File: config.mk
export PLATFORM = sky130hd
export DESIGN_NAME = psram_port
export DESIGN_NICKNAME = d
export VERILOG_FILES = /design/src/rtl/psram_pkg.sv /design/src/rtl/psram_decode.sv /design/src/rtl/psram_lane.sv /design/src/rtl/psram_port.sv
export SDC_FILE = /design/constraint.sdc
export NUM_CORES = 1
export LEC_CHECK = 0
export ABC_AREA = 1
export BUFFER_PORTS_ARGS = -buffer_cell sky130_fd_sc_hd__buf_2
export CAP_MARGIN = 20
export CORE_UTILIZATION = 60
export CTS_CLUSTER_DIAMETER = 100
export DETAILED_ROUTE_END_ITERATION = 8
export PLACE_DENSITY_LB_ADDON = 0.1
export SETUP_SLACK_MARGIN = 0.15
export SYNTH_ARGS = -nofsm -noshare
export SYNTH_HDL_FRONTEND = slang
export SYNTH_SLANG_ARGS = --single-unit
File: constraint.sdc
create_clock -name clk_i -period 3.2 [get_ports clk_i]
set_input_delay 0.8 -clock clk_i [delete_from_list [all_inputs] [get_ports clk_i]]
set_output_delay 0.8 -clock clk_i [all_outputs]
set_load 0.01 [all_outputs]
File: src/rtl/psram_pkg.sv
package psram_pkg;
  localparam int NUM_LANES = 2;

  typedef struct packed {
    logic       ce_n;
    logic       we_n;
    logic       oe_n;
    logic [NUM_LANES-1:0] be_n;  // bit 0 low lane, bit 1 high lane
  } port_ctl_t;
endpackage

File: src/rtl/psram_decode.sv
module psram_decode
  import psram_pkg::*;
(
  input  port_ctl_t            ctl_i,
  output logic [NUM_LANES-1:0] wr_lane_o,
  output logic [NUM_LANES-1:0] drv_lane_o,
  output logic                 standby_o
);
  logic wr_cyc, rd_cyc;

  assign wr_cyc = ~ctl_i.ce_n & ~ctl_i.we_n;
  assign rd_cyc = ~ctl_i.ce_n & ~ctl_i.oe_n & ctl_i.we_n;

  for (genvar l = 0; l < NUM_LANES; l++) begin : g_lane
    assign wr_lane_o[l]  = wr_cyc & ~ctl_i.be_n[l];
    assign drv_lane_o[l] = rd_cyc & ~ctl_i.be_n[l];
  end

  assign standby_o = ctl_i.ce_n | (&ctl_i.be_n);
endmodule

File: src/rtl/psram_lane.sv
module psram_lane #(
  parameter int LANE_W = 8,
  parameter int DEPTH  = 64,
  localparam int IDX_W = $clog2(DEPTH)
) (
  input  logic              clk_i,
  input  logic              rst_ni,
  input  logic              wr_en_i,
  input  logic [IDX_W-1:0]  idx_i,
  input  logic [LANE_W-1:0] wdat_i,
  output logic [LANE_W-1:0] rdat_o
);
  logic [LANE_W-1:0] mem_q [DEPTH];

  always_ff @(posedge clk_i or negedge rst_ni) begin
    if (!rst_ni) begin
      for (int i = 0; i < DEPTH; i++) mem_q[i] <= '0;
    end else if (wr_en_i) begin
      mem_q[idx_i] <= wdat_i;
    end
  end

  assign rdat_o = mem_q[idx_i];
endmodule

File: src/rtl/psram_port.sv
module psram_port
  import psram_pkg::*;
#(
  parameter int ADDR_W = 17,
  parameter int LANE_W = 8,
  parameter int DEPTH  = 64,  // power of two, at most 2**ADDR_W
  localparam int DATA_W = NUM_LANES * LANE_W,
  localparam int IDX_W  = $clog2(DEPTH)
) (
  input  logic                 clk_i,
  input  logic                 rst_ni,
  input  logic [ADDR_W-1:0]    addr_i,
  input  logic                 ce_ni,
  input  logic                 we_ni,
  input  logic                 oe_ni,
  input  logic                 ub_ni,
  input  logic                 lb_ni,
  input  logic [DATA_W-1:0]    dat_i,
  output logic [DATA_W-1:0]    dat_o,
  output logic [NUM_LANES-1:0] dat_oe_o,
  output logic                 standby_o
);
  port_ctl_t            ctl;
  logic [NUM_LANES-1:0] wr_lane, drv_lane;
  logic [IDX_W-1:0]     idx;

  assign ctl = '{ce_n: ce_ni, we_n: we_ni, oe_n: oe_ni, be_n: {ub_ni, lb_ni}};
  assign idx = addr_i[IDX_W-1:0];

  // upper address bits alias onto the small array
  if (IDX_W < ADDR_W) begin : g_alias
    logic unused_addr_hi;
    assign unused_addr_hi = ^addr_i[ADDR_W-1:IDX_W];
  end

  psram_decode u_decode (
    .ctl_i      (ctl),
    .wr_lane_o  (wr_lane),
    .drv_lane_o (drv_lane),
    .standby_o  (standby_o)
  );

  for (genvar l = 0; l < NUM_LANES; l++) begin : g_lane
    logic [LANE_W-1:0] rdat;

    psram_lane #(.LANE_W(LANE_W), .DEPTH(DEPTH)) u_lane (
      .clk_i   (clk_i),
      .rst_ni  (rst_ni),
      .wr_en_i (wr_lane[l]),
      .idx_i   (idx),
      .wdat_i  (dat_i[l*LANE_W +: LANE_W]),
      .rdat_o  (rdat)
    );

    assign dat_o[l*LANE_W +: LANE_W] = drv_lane[l] ? rdat : '0;
  end

  assign dat_oe_o = drv_lane;
endmodule

==> results.txt <==
- The die is between 200 and 300 µm tall.
* Number of levels in the clock H-tree: 3
- Aggregate routed wire length: approximately 150 mm
- Clk pin slew, worst setup/hold paths: about 60 ps
* Data required time at the worst endpoint: 2400 ps
- The number of hold buffers added after CTS was 0.
- Power Density: around 530 mW/mm²
- Xor and xnor area share after synthesis: 0
- Total count of hold-check failures in the final report: 0
- Adding up every negative setup slack in the final design gives -68.1 ps.
* Area leader, netlist: dfrtp_1
- Number of flip-flops in the largest register: ~1,000
- Number of remaining DRC errors: 0
- After layout, the worst setup slack is -50.0 ps.
- Of the total synthesized cell area, the portion taken by AND, OR, NAND and NOR gates is 0.320.
* X dimension of the die: between 200 and 300 µm
- Clk Latency, worst-skew pair: between 600 and 700 ps
* Worst Tran Pin Value: 875 ps
- The share of synthesized area in the top cell type comes to 0.528.
- For this run, the number of Yosys warnings is 0.
- Standard cell core area: 0.0795 mm²
* Number of nets in the final layout: 6,732
* Setup clock skew after layout: 0 ps
- Arrival @ worst endpoint: around 2500 ps
- Startpoint type of the worst setup path: primary input
- Sum of overflow across all layers after global routing: 0
- Setup repair after global routing could not meet its margin everywhere.
- Routed length per placed instance: 19.5 µm
* First-pass iteration count of the detailed router: 6
- Post-synthesis compound-gate area fraction: 0.110
- Post-synthesis area per instance: 7.28 µm²
- Commonest non-fill, non-tap cell in the layout: nand2_1
- Launch point of the worst path: addr_i[0]
- Setup Slack @ Placement: -201 ps
- During I/O placement, the number of pins put on the boundary was between 50 and 60.
* Final worst-path cycle share: 1.02
* Total power: 30.1 mW
- Registers with the most flip-flops: g_lane.u_lane.mem_q: 1024 flops
* TritonCTS sink count: 1,024
* Worst max-slew margin expressed relative to the limit: 0.416
- Main area contributors after synthesis: dfrtp_1, nand2_1, o21ai_0, o21ai_1, clkbuf_1
- Max stage delay on crit path: about 210 ps
* CTS tree: built
- Across all hold checks on the routed design, the worst slack comes to 94.6 ps.
* Detail Placement HPWL: about 94 mm
- Area used by multi-input combinational logic: approximately 0.021 mm²
* Worst r2r dst: g_lane[0].u_lane.mem_q[57]
- Wire length of the first global-routing pass: between 200 and 250 mm
- After floorplanning, the core was divided into between 100 and 150 placement rows.
- The worst hold path belongs to the class primary input to async pin.
- Violations in the final reports: negative setup slack
* Port-buffer cells: 47
* Share of the core filled with cells: 0.717
* Finished layout cell area: around 0.057 mm²
* Area growth, synth to finish: 17.6%
- Instance area after placement: just over 0.05 mm²
- Multiplexer share of the synthesized area: 0
- DRC violation total after the first TritonRoute iteration: between 4,000 and 5,000
* Most common cell type on the critical path: nand2_1
- Lkg Pwr: just under 30 nW
* Global-route usage over all layers: 0.374
- Worst reg2reg startpoint: g_lane[0].u_lane.mem_q[57]
- Counting flops and latches in the post-synthesis netlist gives just over 1,000.
- TritonCTS created 105 clock buffers.
- Summing every instance area after synthesis gives approximately 0.049 mm².
- Placed cells: 7,575
- The via count of the first global-routing pass was roughly 42,000.
- The layout has roughly 6,400 filler cells.
* Setup-failing EPs final: 4
- The initial utilization of the core area, before any placement, comes to 0.610.
* Post-DRT Antenna Nets: 0
* Slowest-stage cell, CP: a21oi_2
* Register with the highest flop count: g_lane.u_lane.mem_q
* Share of final-layout standard cells stronger than drive strength 1: 0.110
- The critical path is of the primary input to output pin type.
- Post-synth net total: between 6,000 and 7,000
- Number of violations of the max-capacitance limit: 0
* Area occupied by registers: approximately 0.026 mm²
- Of the total synthesized cell area, the portion taken by full adders, half adders and majority gates is 0.
* Slack of the worst reg-to-reg path: roughly 2400 ps
- For this block, the via count after detailed routing is roughly 44,000.
- The number of different library cells used by synthesis comes to 23.
* Final RePlAce weighted congestion: 0.921
- Run status: complete, but fails checks
- STA classifies the critical path endpoint as an output pin.
* Cell chain of the critical path: buf_16 > inv_16 > buf_12 > buf_12 > buf_16 > nand2_1 > nand2_1 > nand2_1 > nand2_1 > nand2_1 > nand2_1 > nand2_1 > nand2_1 > nor2_2 > a21oi_2 > buf_2
* Clk buf depth: 3
- Cell count after synthesis: roughly 6,700
- The share of the Yosys chip area taken by registers is 0.528.
* Via density: around 5.7
* Largest family of logic cells by synthesized area: simple AND/OR/NAND/NOR gates
- The initial antenna violation count is 2.
- Number of cell instances on the worst register-to-register path: 2
- Worst Path Max Fanout: 18
* Final critical path time including I/O delays and setup: 3250 ps
* Non-Filler Instances: approximately 7,800
- Worst IR Drop VDD: 0.454 mV
- Entering global routing, the biggest net connects slightly above 90 pins.
* Clock tree root buffer cell: clkbuf_16
- Max-slew violation count: 0
- Commonest non-fill, non-tap cells in the layout: nand2_1, dfrtp_1, o21ai_0
* Full die area: a little over 0.08 mm²
- Top achievable clock speed: slightly above 0.3 GHz
- 0 antenna diodes ended up in the layout.
cell usage after synthesis:
master	instances
nand2_1	3959
dfrtp_1	1024
o21ai_0	801
clkbuf_1	280
o21ai_1	233
buf_2	125
nor2_1	111
buf_1	26
a21oi_1	16
clkinv_1	16
inv_1	16
inv_2	11
buf_6	9
nand3_1	8
nor3_4	7
o211ai_1	7
nand2_2	6
or2_2	3
inv_4	2
nor3_1	2
a21o_1	1
nor2_2	1
nor3_2	1
where the power goes:
| group | total [mW] | switching [mW] | internal, mW |
|---|---|---|---|
| clock | 13.2 | 5.30 | 7.89 |
| combinational | 2.99 | 1.93 | 1.06 |
| sequential | 13.9 | 0.329 | 13.6 |
| total | 30.1 | 7.56 | 22.5 |
kinds of logic (layout without fill, tap and decap cells):
kind of cell | count (synthesis) | count (layout)
AOI/OAI and AO/OA | 1058 | 1058
buffers and inverters | 485 | 601
DFF | 1024 | 1024
and+or+nand+nor | 4098 | 4098
timing repair:
action	4_1_cts	5_1_grt
pin swaps	18	66
gates resized for setup	134	135
endpoints found under the setup margin	16	16
setup buffers	16	3
gates cloned	23	18
layer usage:
| metal | track usage | up-vias | part of all wire |
|---|---|---|---|
| li1 | - | 20936 | - |
| met1 | 0.515 | 21106 | 0.41 |
| met2 | 0.582 | 2008 | 0.45 |
| met3 | 0.0688 | 430 | 0.093 |
| met4 | 0.164 | 4 | 0.046 |
| met5 | 0 | - | 0.00017 |
worst max-delay path, delay by kind of cell:
family	cells	cell delay, ps
compound gates	1	210
simple gates	9	620
buf+inv	6	790
worst max path at each step:
stage	end	depth (start not counted)
2_1_floorplan	dat_o[6]	14
3_3_place_gp	dat_o[11]	15
3_5_place_dp	dat_o[11]	15
4_1_cts	dat_o[5]	15
5_1_grt	dat_o[15]	15
6_report	dat_o[6]	16
cell type report:
type,count,area share
clock buffer,163,0.0566
timing repair buffer,358,0.0835
tap,1050,0.0230
sequential,1024,0.449
timing repair inverter,2,0.000877
inverter,45,0.00377
clock inverter,33,0.00899
multi-input combinational,5156,0.374
No activity file was read; power rests on OpenSTA's default activity.
